===== config.mk =====
export PLATFORM = sky130hd
export DESIGN_NAME = pllsrch_top
export DESIGN_NICKNAME = d
export VERILOG_FILES = /design/src/rtl/pllsrch_pkg.sv /design/src/rtl/pllsrch_div.sv /design/src/rtl/pllsrch_pick.sv /design/src/rtl/pllsrch_top.sv
export SDC_FILE = /design/constraint.sdc
export NUM_CORES = 1
export LEC_CHECK = 0
export BUFFER_PORTS_ARGS = -buffer_cell sky130_fd_sc_hd__buf_4
export CAP_MARGIN = 20
export CORE_MARGIN = 2
export CORE_UTILIZATION = 50
export DETAILED_ROUTE_END_ITERATION = 8
export PLACE_DENSITY_LB_ADDON = 0.05
export SYNTH_ARGS = -nofsm -noshare
export SYNTH_HDL_FRONTEND = slang
export SYNTH_SLANG_ARGS = --single-unit

===== constraint.sdc =====
create_clock -name clk -period 45.4 [get_ports clk]
set_input_delay 0 -clock clk [delete_from_list [all_inputs] [get_ports clk]]
set_output_delay 0 -clock clk [all_outputs]
set_load 0.05 [all_outputs]

===== src/rtl/pllsrch_pkg.sv =====
package pllsrch_pkg;
  localparam int unsigned FREQ_W  = 16;
  localparam int unsigned WORD_W  = 16;
  localparam int unsigned ARITH_W = 32;

  typedef logic [ARITH_W-1:0] arith_t;

  typedef enum logic [1:0] {
    ST_IDLE,
    ST_SCALE,
    ST_SEARCH
  } srch_state_e;

  // band limit
  function automatic arith_t clamp_freq(input arith_t f, input arith_t lo, input arith_t hi);
    if (f < lo) return lo;
    if (f > hi) return hi;
    return f;
  endfunction

  // 8-bit fixed-point target
  function automatic arith_t target_of(input arith_t f);
    return (f << 8) / arith_t'(100);
  endfunction

  function automatic arith_t abs_gap(input arith_t a, input arith_t b);
    return (a > b) ? (a - b) : (b - a);
  endfunction

  // candidate numerator and denominator
  function automatic arith_t cand_num(input arith_t refc, input arith_t n);
    return refc * (n + arith_t'(8));
  endfunction

  function automatic arith_t cand_den(input arith_t m, input arith_t k);
    return (m + arith_t'(2)) << (k + arith_t'(8));
  endfunction

  // field placement
  function automatic logic [WORD_W-1:0] pack_word(input arith_t k, input arith_t m, input arith_t n);
    return WORD_W'((n << 8) + (k << 6) + m);
  endfunction
endpackage


===== src/rtl/pllsrch_div.sv =====
module pllsrch_div #(
  parameter int unsigned W   = 32,
  parameter int unsigned BPC = 8
) (
  input  logic         clk,
  input  logic         rst_n,
  input  logic         load,
  input  logic [W-1:0] dividend,
  input  logic [W-1:0] divisor,
  output logic [W-1:0] quot,
  output logic         fin
);
  localparam int unsigned STEPS = W / BPC;
  localparam int unsigned CW    = (STEPS > 1) ? $clog2(STEPS) : 1;

  logic [W-1:0]  dvd_q, dsr_q, rem_q;
  logic [CW-1:0] cnt_q;
  logic          run_q;
  logic [W-1:0]  dvd_nxt, rem_nxt;

  // BPC restoring steps per clock; quotient bits shift into the dividend register
  always_comb begin
    logic [W:0] sh;
    dvd_nxt = dvd_q;
    rem_nxt = rem_q;
    for (int i = 0; i < int'(BPC); i++) begin
      sh      = {rem_nxt, dvd_nxt[W-1]};
      dvd_nxt = {dvd_nxt[W-2:0], 1'b0};
      if (sh >= {1'b0, dsr_q}) begin
        sh         = sh - {1'b0, dsr_q};
        dvd_nxt[0] = 1'b1;
      end
      rem_nxt = sh[W-1:0];
    end
  end

  assign fin  = run_q && (cnt_q == CW'(STEPS - 1));
  assign quot = dvd_nxt;

  always_ff @(posedge clk or negedge rst_n) begin
    if (!rst_n) begin
      dvd_q <= '0;
      dsr_q <= '0;
      rem_q <= '0;
      cnt_q <= '0;
      run_q <= 1'b0;
    end else if (load) begin
      dvd_q <= dividend;
      dsr_q <= divisor;
      rem_q <= '0;
      cnt_q <= '0;
      run_q <= 1'b1;
    end else if (run_q) begin
      dvd_q <= dvd_nxt;
      rem_q <= rem_nxt;
      cnt_q <= cnt_q + CW'(1);
      if (fin) run_q <= 1'b0;
    end
  end
endmodule


===== src/rtl/pllsrch_pick.sv =====
module pllsrch_pick #(
  parameter int unsigned MN_W  = 8,
  parameter int unsigned ERR_W = 32
) (
  input  logic             clk,
  input  logic             rst_n,
  input  logic             clear,
  input  logic             eval,
  input  logic [ERR_W-1:0] err,
  input  logic [MN_W-1:0]  cand_m,
  input  logic [MN_W-1:0]  cand_n,
  output logic             take,
  output logic [MN_W-1:0]  win_m,
  output logic [MN_W-1:0]  win_n,
  output logic [ERR_W-1:0] best_err
);
  logic [MN_W-1:0] best_m_q, best_n_q;

  // strict improvement only, so the first minimum stays
  assign take  = eval && (err < best_err);
  assign win_m = take ? cand_m : best_m_q;
  assign win_n = take ? cand_n : best_n_q;

  always_ff @(posedge clk or negedge rst_n) begin
    if (!rst_n) begin
      best_err <= '1;
      best_m_q <= '0;
      best_n_q <= '0;
    end else if (clear) begin
      best_err <= '1;
      best_m_q <= '0;
      best_n_q <= '0;
    end else if (take) begin
      best_err <= err;
      best_m_q <= cand_m;
      best_n_q <= cand_n;
    end
  end
endmodule


===== src/rtl/pllsrch_top.sv =====
module pllsrch_top
  import pllsrch_pkg::*;
#(
  parameter int unsigned      REF_NUM    = 938356,
  parameter int unsigned      F_LO       = 8000,
  parameter int unsigned      F_HI       = 15938,
  parameter int unsigned      SCALE_MULT = 8,
  parameter int unsigned      M_MIN      = 2,
  parameter int unsigned      M_MAX      = 30,
  parameter int unsigned      N_MIN      = 35,
  parameter int unsigned      N_MAX      = 247,
  parameter int unsigned      DIV_BPC    = 8,
  parameter logic [WORD_W-1:0] ZERO_WORD = 16'h00E0
) (
  input  logic                clk,
  input  logic                rst_n,
  input  logic                start,
  input  logic [FREQ_W-1:0]   freq_req,
  output logic                busy,
  output logic                done,
  output logic [WORD_W-1:0]   prog_word,
  output logic [ARITH_W-1:0]  run_cycles
);
  localparam int unsigned MN_W = $clog2(((M_MAX > N_MAX) ? M_MAX : N_MAX) + 2);
  localparam int unsigned K_W  = $clog2($clog2(SCALE_MULT) + 2);
  localparam arith_t SCALE_LIMIT = arith_t'(F_LO * SCALE_MULT);

  srch_state_e       state_q;
  arith_t            scaled_q, target_q, cyc_q;
  logic [K_W-1:0]    k_q;
  logic [MN_W-1:0]   m_q, n_q;
  logic [WORD_W-1:0] word_q;
  logic              done_q;

  // named internal events
  logic            accept, req_zero, scale_more, scale_exit;
  logic            last_pair, n_wrap, div_load, cand_fin, cand_take, search_done;
  logic [MN_W-1:0] nxt_m, nxt_n, ld_m, ld_n, win_m, win_n;
  arith_t          req_clamped, div_num, div_den, div_quot, cand_err, best_err;

  assign accept      = start && (state_q == ST_IDLE);
  assign req_zero    = (freq_req == '0);
  assign req_clamped = clamp_freq(arith_t'(freq_req), arith_t'(F_LO), arith_t'(F_HI));
  assign scale_more  = (scaled_q < SCALE_LIMIT);
  assign scale_exit  = (state_q == ST_SCALE) && !scale_more;

  // M outer, N inner
  assign n_wrap    = (n_q == MN_W'(N_MAX));
  assign last_pair = n_wrap && (m_q == MN_W'(M_MAX));
  assign nxt_m     = n_wrap ? (m_q + MN_W'(1)) : m_q;
  assign nxt_n     = n_wrap ? MN_W'(N_MIN) : (n_q + MN_W'(1));
  assign ld_m      = scale_exit ? MN_W'(M_MIN) : nxt_m;
  assign ld_n      = scale_exit ? MN_W'(N_MIN) : nxt_n;

  assign div_load    = scale_exit || (cand_fin && !last_pair);
  assign div_num     = cand_num(arith_t'(REF_NUM), arith_t'(ld_n));
  assign div_den     = cand_den(arith_t'(ld_m), arith_t'(k_q));
  assign cand_err    = abs_gap(target_q, div_quot);
  assign search_done = cand_fin && last_pair;

  pllsrch_div #(
    .W   (ARITH_W),
    .BPC (DIV_BPC)
  ) u_div (
    .clk      (clk),
    .rst_n    (rst_n),
    .load     (div_load),
    .dividend (div_num),
    .divisor  (div_den),
    .quot     (div_quot),
    .fin      (cand_fin)
  );

  pllsrch_pick #(
    .MN_W  (MN_W),
    .ERR_W (ARITH_W)
  ) u_pick (
    .clk      (clk),
    .rst_n    (rst_n),
    .clear    (accept),
    .eval     (cand_fin),
    .err      (cand_err),
    .cand_m   (m_q),
    .cand_n   (n_q),
    .take     (cand_take),
    .win_m    (win_m),
    .win_n    (win_n),
    .best_err (best_err)
  );

  always_ff @(posedge clk or negedge rst_n) begin
    if (!rst_n) begin
      state_q  <= ST_IDLE;
      scaled_q <= '0;
      target_q <= '0;
      cyc_q    <= '0;
      k_q      <= '0;
      m_q      <= '0;
      n_q      <= '0;
      word_q   <= '0;
      done_q   <= 1'b0;
    end else begin
      done_q <= 1'b0;
      if (state_q != ST_IDLE) cyc_q <= cyc_q + arith_t'(1);
      case (state_q)
        ST_IDLE: begin
          if (accept) begin
            cyc_q <= '0;
            if (req_zero) begin
              word_q <= ZERO_WORD;
              done_q <= 1'b1;
            end else begin
              scaled_q <= req_clamped;
              target_q <= target_of(req_clamped);   // before doubling
              k_q      <= '0;
              state_q  <= ST_SCALE;
            end
          end
        end
        ST_SCALE: begin
          if (scale_more) begin
            scaled_q <= scaled_q << 1;
            k_q      <= k_q + K_W'(1);
          end else begin
            m_q     <= ld_m;
            n_q     <= ld_n;
            state_q <= ST_SEARCH;
          end
        end
        ST_SEARCH: begin
          if (search_done) begin
            word_q  <= pack_word(arith_t'(k_q), arith_t'(win_m), arith_t'(win_n));
            done_q  <= 1'b1;
            state_q <= ST_IDLE;
          end else if (cand_fin) begin
            m_q <= ld_m;
            n_q <= ld_n;
          end
        end
        default: state_q <= ST_IDLE;
      endcase
    end
  end

  assign busy       = (state_q != ST_IDLE);
  assign done       = done_q;
  assign prog_word  = word_q;
  assign run_cycles = cyc_q;
endmodule


# After elaboration in Yosys (flattened, before gate mapping)

Cells that the tools add are included.

Bits in registers: 281
Latch bits: 0
RAM bits: 0
ROM bits: 0
Bits of input ports: 19
Output and inout port bits: 50
Logic and storage cells: 165
Memories kept: 0

Add/sub/neg operators: 20
Multipliers: 1
Div/mod/pow operators: 1
$lt $le $gt $ge: 13
Equal/unequal tests: 13
Shift operators: 1
Mux-type cells: 75
Bitwise operators: 1
Reduce and logical (&&, ||, !) cells: 23

Operator list:

| cell                                                         | count |
|---|---|
| 2-to-1 mux 32 bit                                            | 25 |
| subtractor 32 bit                                            | 10 |
| >= comparator 33 x 32 -> 1 bit                               | 8 |
| 2-to-1 mux 8 bit                                             | 14 |
| one-hot mux 32 bit (2 select lines)                          | 1 |
| 2-to-1 mux 16 bit                                            | 3 |
| adder 32 x 1 -> 32 bit, second input constant                | 1 |
| divider 32 x 7 -> 32 bit, second input constant              | 1 |
| > comparator 32 bit                                          | 1 |
| less-than comparator 32 x 16 -> 1 bit, second input constant | 1 |
| less-than comparator 32 bit                                  | 1 |
| one-hot mux 16 bit (2 select lines)                          | 1 |
| one-hot mux 8 bit (2 select lines)                           | 2 |
| left shift 9 x 5 -> 32 bit                                   | 1 |
| multiplier 18 x 9 -> 27 bit, first input constant            | 1 |
| 2-to-1 mux 1 bit                                             | 17 |
| adder 16 x 8 -> 16 bit                                       | 1 |
| adder 16 x 9 -> 16 bit                                       | 1 |
| adder 8 x 1 -> 8 bit, second input constant                  | 2 |
| > comparator 16 x 14 -> 1 bit, second input constant         | 1 |
| zero test 16 bit                                             | 1 |
| less-than comparator 16 x 13 -> 1 bit, second input constant | 1 |
| inequality test 2 bit, second input constant                 | 8 |
| AND reduction 4 bit                                          | 4 |
| 21 further kinds                                             | 41 |

# Longest topological paths before layout

Gate-level depths: netlist of run 1.

Depth after elaboration: 25
Gate-level depth with buffers: 233
Depth with buffers taken out: 215

# Modules after synthesis

A second synthesis of run 1 with hierarchy kept.

Cells, all modules: 4,870
Area, all modules: 38,291.7 µm²

By module, submodules not included:

| module       | times used | cells each | area each (µm²) |
|---|---|---|---|
| pllsrch_div  | 1          | 2,684      | 20,342.0 |
| pllsrch_top  | 1          | 1,853      | 14,696.6 |
| pllsrch_pick | 1          | 333        | 3,253.1 |

# Worst setup path after synthesis of run 1

OpenSTA, ideal clock, no wires.

Kind: register -> register
From: reg u_div.dsr_q[8]
To: reg word_q[11] (netlist: prog_word[11])
Library setup time: 122 ps
Arrival time: 42,901 ps
Data required time: 45,278 ps
Path slack: 2,378 ps
Stages on the path, launching flop included: 231
Buffers on the path: 18
Path through: dfrtp_1 -> inv_1 -> ha_1 -> o21a_1 -> o21a_1 -> o21a_1 -> o21a_1 -> o21a_1 -> o21a_1 -> o21a_1 -> o21a_1 -> o21a_1 -> o21a_1 -> o21a_1 -> o21bai_1 -> a21o_1 -> and3_1 -> clkbuf_1 -> [... 195 more ...] -> nor2b_1 -> o21ai_0 -> nand2b_1 -> a21oi_1 -> nor2b_1 -> o21ai_0 -> nand2b_1 -> a21oi_1 -> o21ai_0 -> a2111oi_0 -> clkbuf_1 -> mux2_2 -> ha_1 -> a21o_1 -> a21oi_1 -> nor3_1 -> xnor2_1 -> a32o_1

Word-level cells in the longest chain between the ends: 25
Elaborated cells between the ends (all ways): 42
Classes of those cells: 11 x add/sub; 10 x order compare; 20 x mux; 1 x reduce/logical

Ends and longest elaborated chain:

| element                                                             | line                                 | source |
|---|---|---|
| start: declaration                                                  | pllsrch_div.sv:16                    | `logic [W-1:0] dvd_q, dsr_q, rem_q;` |
| start signal: assignment                                            | pllsrch_div.sv:49                    | `dsr_q <= divisor;` |
| subtractor 32 bit or >= comparator 33 x 32 -> 1 bit (tied branches) | pllsrch_div.sv:30, pllsrch_div.sv:29 |  |
| 2-to-1 mux 32 bit                                                   | pllsrch_div.sv:29                    | `if (sh >= {1'b0, dsr_q}) begin` |
| subtractor 32 bit or >= comparator 33 x 32 -> 1 bit (tied branches) | pllsrch_div.sv:30, pllsrch_div.sv:29 |  |
| 2-to-1 mux 32 bit                                                   | pllsrch_div.sv:29                    |  |
| subtractor 32 bit or >= comparator 33 x 32 -> 1 bit (tied branches) | pllsrch_div.sv:30, pllsrch_div.sv:29 |  |
| 2-to-1 mux 32 bit                                                   | pllsrch_div.sv:29                    |  |
| subtractor 32 bit or >= comparator 33 x 32 -> 1 bit (tied branches) | pllsrch_div.sv:30, pllsrch_div.sv:29 |  |
| 2-to-1 mux 32 bit                                                   | pllsrch_div.sv:29                    |  |
| [... 9 more ...]                                                    | --                                   |  |
| 2-to-1 mux 32 bit (*)                                               | pllsrch_pkg.sv:27                    | `return (a > b) ? (a - b) : (b - a);` |
| less-than comparator 32 bit (*)                                     | pllsrch_pick.sv:20                   | `assign take = eval && (err < best_err);` |
| logical AND 1 bit (*)                                               | pllsrch_pick.sv:20                   |  |
| 2-to-1 mux 8 bit                                                    | --                                   |  |
| adder 16 x 9 -> 16 bit                                              | pllsrch_pkg.sv:41                    | `return WORD_W'((n << 8) + (k << 6) + m);` |
| adder 16 x 8 -> 16 bit (*)                                          | pllsrch_pkg.sv:41                    |  |
| 2-to-1 mux 16 bit (*)                                               | pllsrch_top.sv:131                   | `if (search_done) begin` |
| one-hot mux 16 bit (2 select lines) (*)                             | pllsrch_top.sv:105                   | `case (state_q)` |
| end signal: assignment                                              | pllsrch_top.sv:132                   | `word_q <= pack_word(arith_t'(k_q), arith_t'(win_m), arith_t'(win_n));` |
| end: declaration                                                    | pllsrch_top.sv:32                    | `logic [WORD_W-1:0] word_q;` |

Every way passes the cells marked *; elsewhere a longest branch is shown, timed or not. The select of a mux whose other input is x is not followed.
A chain may end at the register's enable or synchronous reset.

# Worst setup path in the final report of run 1

From: reg u_div.dsr_q[8]
To: reg word_q[14] (netlist: prog_word[14])

The elaborated chain is that of the path after synthesis.

==> results of run 1 <==
==> final cells by class <==
class | count | area [um2]
inverters | 211 | 811
multi-input cells | 2761 | 19700
clock buffers | 42 | 867
clock inverters | 16 | 205
diodes | 1 | 2.50
fillers | 5043 | 24200
flip-flops and latches | 251 | 6320
repair buffers | 115 | 930
well taps | 696 | 871
==> layer usage <==
layer / vias up / routed length, um / GRT usage
li1: 12300 / - / -
met1: 12300 / 38100 / 0.405
met2: 708 / 37100 / 0.466
met3: 124 / 4870 / 0.0357
met4: 0 / 2070 / 0.0783
met5: - / 0 / 0
==> worst register-to-register path, delay by kind of cell (launching register included) <==
family	cells	cell delay (ns)
AO/OA/AOI/OAI	146	27.84
adder cells (fa/ha/maj)	13	4.07
AND/OR/NAND/NOR	45	6.88
flip-flops	1	0.38
XOR/XNOR	2	0.35
buffers and inverters	10	1.91
multiplexers	2	0.62
==> cells by family after synthesis <==
logic type	Yosys count
simple gates	1161
compound gates	1005
buf+inv	358
fa+ha+maj	324
flops	251
xor+xnor	143
mux	128
==> sequential cells by signal (all words and copies together), names as in the netlist, 16 cells and up <==
name and count:
run_cycles 32, u_pick.best_err 32, u_div.dvd_q 32, target_q 18, u_div.rem_q 32, scaled_q 32
u_div.dsr_q 16, prog_word 16
==> worst paths after layout <==
check,end,depth (start not counted),slack [ns]
max,prog_word[14],218,3.14
max reg2reg,prog_word[14],218,3.14
min,scaled_q[8],2,0.02
min reg2reg,scaled_q[3],2,0.48
min in group clk,scaled_q[3],5,0.06
max in group asynchronous,u_div.run_q,3,43.91
==> stage by stage <==
step                hold WS (ns)  setup WS (ns)   util  instance area [um2]
floorplan                 -0.296           2.38      -                27300
global placement           0.112           1.53  0.526                28400
detailed placement         0.125          0.613  0.526                28400
CTS                       0.0149          0.345  0.547                29500
global route              0.0997        0.00220  0.551                29700
finish                    0.0186           3.14  0.551                29700
==> layout by cell type, fill, tap and decap left out, types with 30 or more instances in the layout <==
master and count:
mux2i_1 110, xor2_1 55, o211ai_1 64, and2_1 45, or3_1 33, clkbuf_16 31
fa_1 41, nand2_1 364, a21oi_1 167, buf_4 99, o21ai_0 204, nand2b_1 38
nor3_1 140, nor2_1 241, o31ai_1 113, nor2b_1 30, o21a_1 115, nand3_1 78
inv_1 201, dfrtp_1 218, a21o_1 56, xnor2_1 86, ha_1 282, nand4_1 48
dfstp_2 32
==> what timing repair did <==
action | 4_1_cts | 5_1_grt
setup buffers | 0 | 9
endpoints found under the setup margin | 0 | 64
hold buffers | 8 | 0
gates resized for setup | 0 | 39
endpoints found under the hold margin | 120 | 0
==> flow_summary.json, run 1 <==
{
  "synth_fp_nets": 3713,
  "dr_total_vias": 25500,
  "grt_pass1_wl_um": 132000,
  "hold_path.class": "input pin to async pin",
  "grtUsageTotal": 0.288,
  "synth-seq-area-share": 0.231,
  "dp.cells": 4016,
  "crit_slowest_cell": "a2111oi_4",
  "hold_viol_final": 0,
  "drt_iter0_drc": 1949,
  "max_stage_delay_ns": 0.48,
  "synth-main-ff-cell": "dfrtp_1",
  "synth_area_per_cell_um2": 8.11,
  "coreArea_mm2": 0.0539,
  "die_h_um": 238,
  "nets": 3714,
  "cts_buffers": 31,
  "synth.distinct_cells": 129,
  "grt_pass1_vias": 24200,
  "synthArstFlopShare": 1.00,
  "worstSkewPairLatency_ns": 0.60,
  "drc_errors": 0,
  "critical_path_buf_inv_count": 10,
  "max_freq_mhz": 23.7,
  "crit_path_max_fanout": 38,
  "synth_top_area_cell": "dfrtp_1",
  "cp-startpoint": "u_div.dsr_q[8]",
  "status": "finished clean",
  "clkTransAtPathRegs_ns": 0.06,
  "synth_xor_area_frac": 0.0464,
  "rsz0062_at_grt": "no",
  "max_slew_margin": 0.276,
  "synth_compound_area_frac": 0.256,
  "cts-htree-levels": 1,
  "yosys-top-cells-area": "dfrtp_1, ha_1, nand2_1",
  "synth_mux_area_frac": 0.0479,
  "finalCritPeriodShare": 0.931,
  "synth_area_mm2": 0.0273,
  "vias_per_cell": 6.23,
  "tritoncts": "done",
  "wl_per_cell_um": 20.1,
  "cts_sinks": 251,
  "start_util": 0.507,
  "synthToLayoutAreaGrowth_pct": 8.70,
  "setup_viol": 0,
  "drive_gt1_frac": 0.0942,
  "drtAntennaViolNets": 0,
  "dieArea_mm2": 0.0566,
  "synth_seq_cells": 251,
  "crit_arrival_ns": 42.72,
  "final_cell_count_no_fill": 4093,
  "drv_cap": 0,
  "finalWirelength_um": 82100,
  "grt_overflow": 0,
  "rows": 85,
  "synthAdderAreaFrac": 0.160,
  "yosysWarnings": 0,
  "finalCriticalPeriod_ns": 42.26,
  "dp_hpwl_um": 64100,
  "die_w_um": 238,
  "grt_max_degree": 143,
  "cpMostUsedCell": "o21a_1",
  "tns_ns": 0,
  "gp_congestion": 0.947,
  "io_pins": 69,
  "path_class": "flop to flop",
  "start_kind": "flop",
  "clock_skew_ns": 0.0172,
  "synth_top_family_by_area": "compound AO/OA/AOI/OAI gates",
  "cp_top_family": "compound AO/OA/AOI/OAI gates",
  "required_ns": 45.86,
  "antenna_found_initial": 5,
  "cts-root-buf": "clkbuf_16",
  "synthTopCellsByCount": "nand2_1, ha_1, nor2_1",
  "yosys.cell_count.top_type": "nand2_1",
  "first_pass_iters": 6,
  "clockBufferDepth": 3,
  "numPortBuffers": 68,
  "synth_edf_count": 0,
  "synth_top_area_frac": 0.200,
  "syn_inst": 3370,
  "endpoint_kind": "flop",
  "maxSlewViolCount": 0,
  "r2r_start": "u_div.dsr_q[8]",
  "synth-simple-area-share": 0.207,
  "worst_pin_slew_ns": 1.08
}
Power of run 1 is not shown: default switching activity piles up to over one toggle a cycle in this logic, so the estimate is an artifact.
==> run 2, diff against run 1 <==
- BUFFER_PORTS_ARGS: -buffer_cell sky130_fd_sc_hd__buf_4 -> default
- DONT_BUFFER_PORTS: default -> 1
==> flow_summary.json, run 2 (synthesis gave the netlist of run 1 again) <==
{
  "antenna_found_initial": 4,
  "finalCritPeriodShare": 0.932,
  "start_util": 0.507,
  "grt.met2_usage": 0.458,
  "drc_errors": 0,
  "cp-startpoint": "u_div.dsr_q[8]",
  "numPortBuffers": 0,
  "grt_pass1_vias": 24100,
  "cts_sinks": 251,
  "worstSkewPairLatency_ns": 0.59,
  "required_ns": 45.87,
  "cts_buffers": 31,
  "vias_per_cell": 6.28,
  "dp_hpwl_um": 65400,
  "finalWirelength_um": 84700,
  "endpoint_kind": "flop",
  "path_class": "flop to flop",
  "finalCriticalPeriod_ns": 42.31,
  "grt_pass1_wl_um": 134000,
  "first_pass_iters": 5,
  "io_pins": 69,
  "fillCellCount": 5071,
  "max_slew_margin": 0.307,
  "drt_iter0_drc": 1991,
  "gp_congestion": 0.904,
  "crit_arrival_ns": 42.79,
  "worst_pin_slew_ns": 1.03,
  "violations": "negative hold slack",
  "drtAntennaViolNets": 0,
  "dr_total_vias": 25400,
  "nets": 3661,
  "clockBufferDepth": 3,
  "status": "finished with violations",
  "setup_viol": 0,
  "final_common_cell": "nand2_1",
  "crit_slowest_cell": "fa_1",
  "dieArea_mm2": 0.0566,
  "hold_path.class": "input pin to async pin",
  "clock_skew_ns": 0.0153,
  "die_h_um": 238,
  "synthToLayoutAreaGrowth_pct": 7.29,
  "max_freq_mhz": 23.6,
  "die_w_um": 238,
  "tritoncts": "done",
  "grt_max_degree": 252,
  "cts-root-buf": "clkbuf_16",
  "rows": 85,
  "grtUsageTotal": 0.295,
  "cpMostUsedCell": "o21a_1",
  "holdWs_ns": -0.0145,
  "rsz0062_at_grt": "no",
  "start_kind": "flop",
  "coreArea_mm2": 0.0539,
  "maxSlewViolCount": 0,
  "grt_use_met1": 0.425,
  "tns_ns": 0,
  "crit_path_max_fanout": 34,
  "busiest_layer": "met2",
  "cts-htree-levels": 1,
  "max_stage_delay_ns": 0.41,
  "grt_overflow": 0,
  "r2r_start": "u_div.dsr_q[8]",
  "hold_viol_final": 1,
  "grtUsageMet3": 0.0462,
  "wl_per_cell_um": 21.0,
  "drive_gt1_frac": 0.0766,
  "drv_cap": 0,
  "final_cell_mix": "nand2_1, ha_1, nor2_1, dfrtp_1, o21ai_0",
  "clkTransAtPathRegs_ns": 0.07
}
## run 2: worst max-delay path: cells and delay by family (launching register included)
kind	cells	cell delay (ns)
AOI/OAI and AO/OA	148	28.79
xor gates and xnor gates	1	0.15
adders and majority gates	12	3.78
buffers and inverters	8	1.62
DFF	1	0.37
muxes	2	0.64
and+or+nand+nor	43	6.67
## run 2: metal layers
layer,vias up,share of wire
met2,720,0.43
met5,-,0
li1,12200,-
met4,0,0.029
met3,120,0.066
met1,12300,0.47
## run 2: final timing paths
check | cells past startpoint | slack [ns] | end
hold reg to reg | 2 | 0.48 | scaled_q[0]
setup reg to reg | 214 | 3.09 | prog_word[11]
max in group asynchronous | 3 | 44.02 | u_div.run_q
min in group clk | 3 | 0.03 | target_q[15]
hold / removal | 2 | -0.01 | scaled_q[4]
setup / recovery | 214 | 3.09 | prog_word[11]
## run 2: cell type report
cell class,count,area (um2),area share
inverters,211,816,0.0278
flip-flops and latches,251,6320,0.216
repair buffers,60,554,0.0189
clock buffers,43,891,0.0304
multi-input cells,2761,19700,0.671
repair inverters,2,10.0,0.000341
diodes,2,5.00,0.000171
clock inverters,14,166,0.00567
well taps,696,871,0.0297
## run 2: what timing repair did
item / in CTS / in global routing
hold buffers: 18 / 0
setup endpoints to repair: 0 / 64
endpoints found under the hold margin: 284 / 0
resized for setup: 0 / 37
setup buffers: 0 / 12
## run 2: per-stage QoR
| stage | setup WS, ns | cell area, um2 | cells | utilization | hold slack [ns] |
|---|---|---|---|---|---|
| 2_1_floorplan | 2.38 | 27300 | 3370 | - | -0.296 |
| 3_3_place_gp | 1.95 | 27800 | 3947 | 0.516 | -0.265 |
| 3_5_place_dp | 0.765 | 27800 | 3947 | 0.516 | -0.284 |
| 4_1_cts | 0.599 | 29100 | 4022 | 0.539 | 0.00142 |
| 5_1_grt | 0.0152 | 29300 | 4038 | 0.544 | 0.0791 |
| 6_report | 3.09 | 29300 | 4040 | 0.544 | -0.0145 |
Power of run 2 is left out for the same reason.
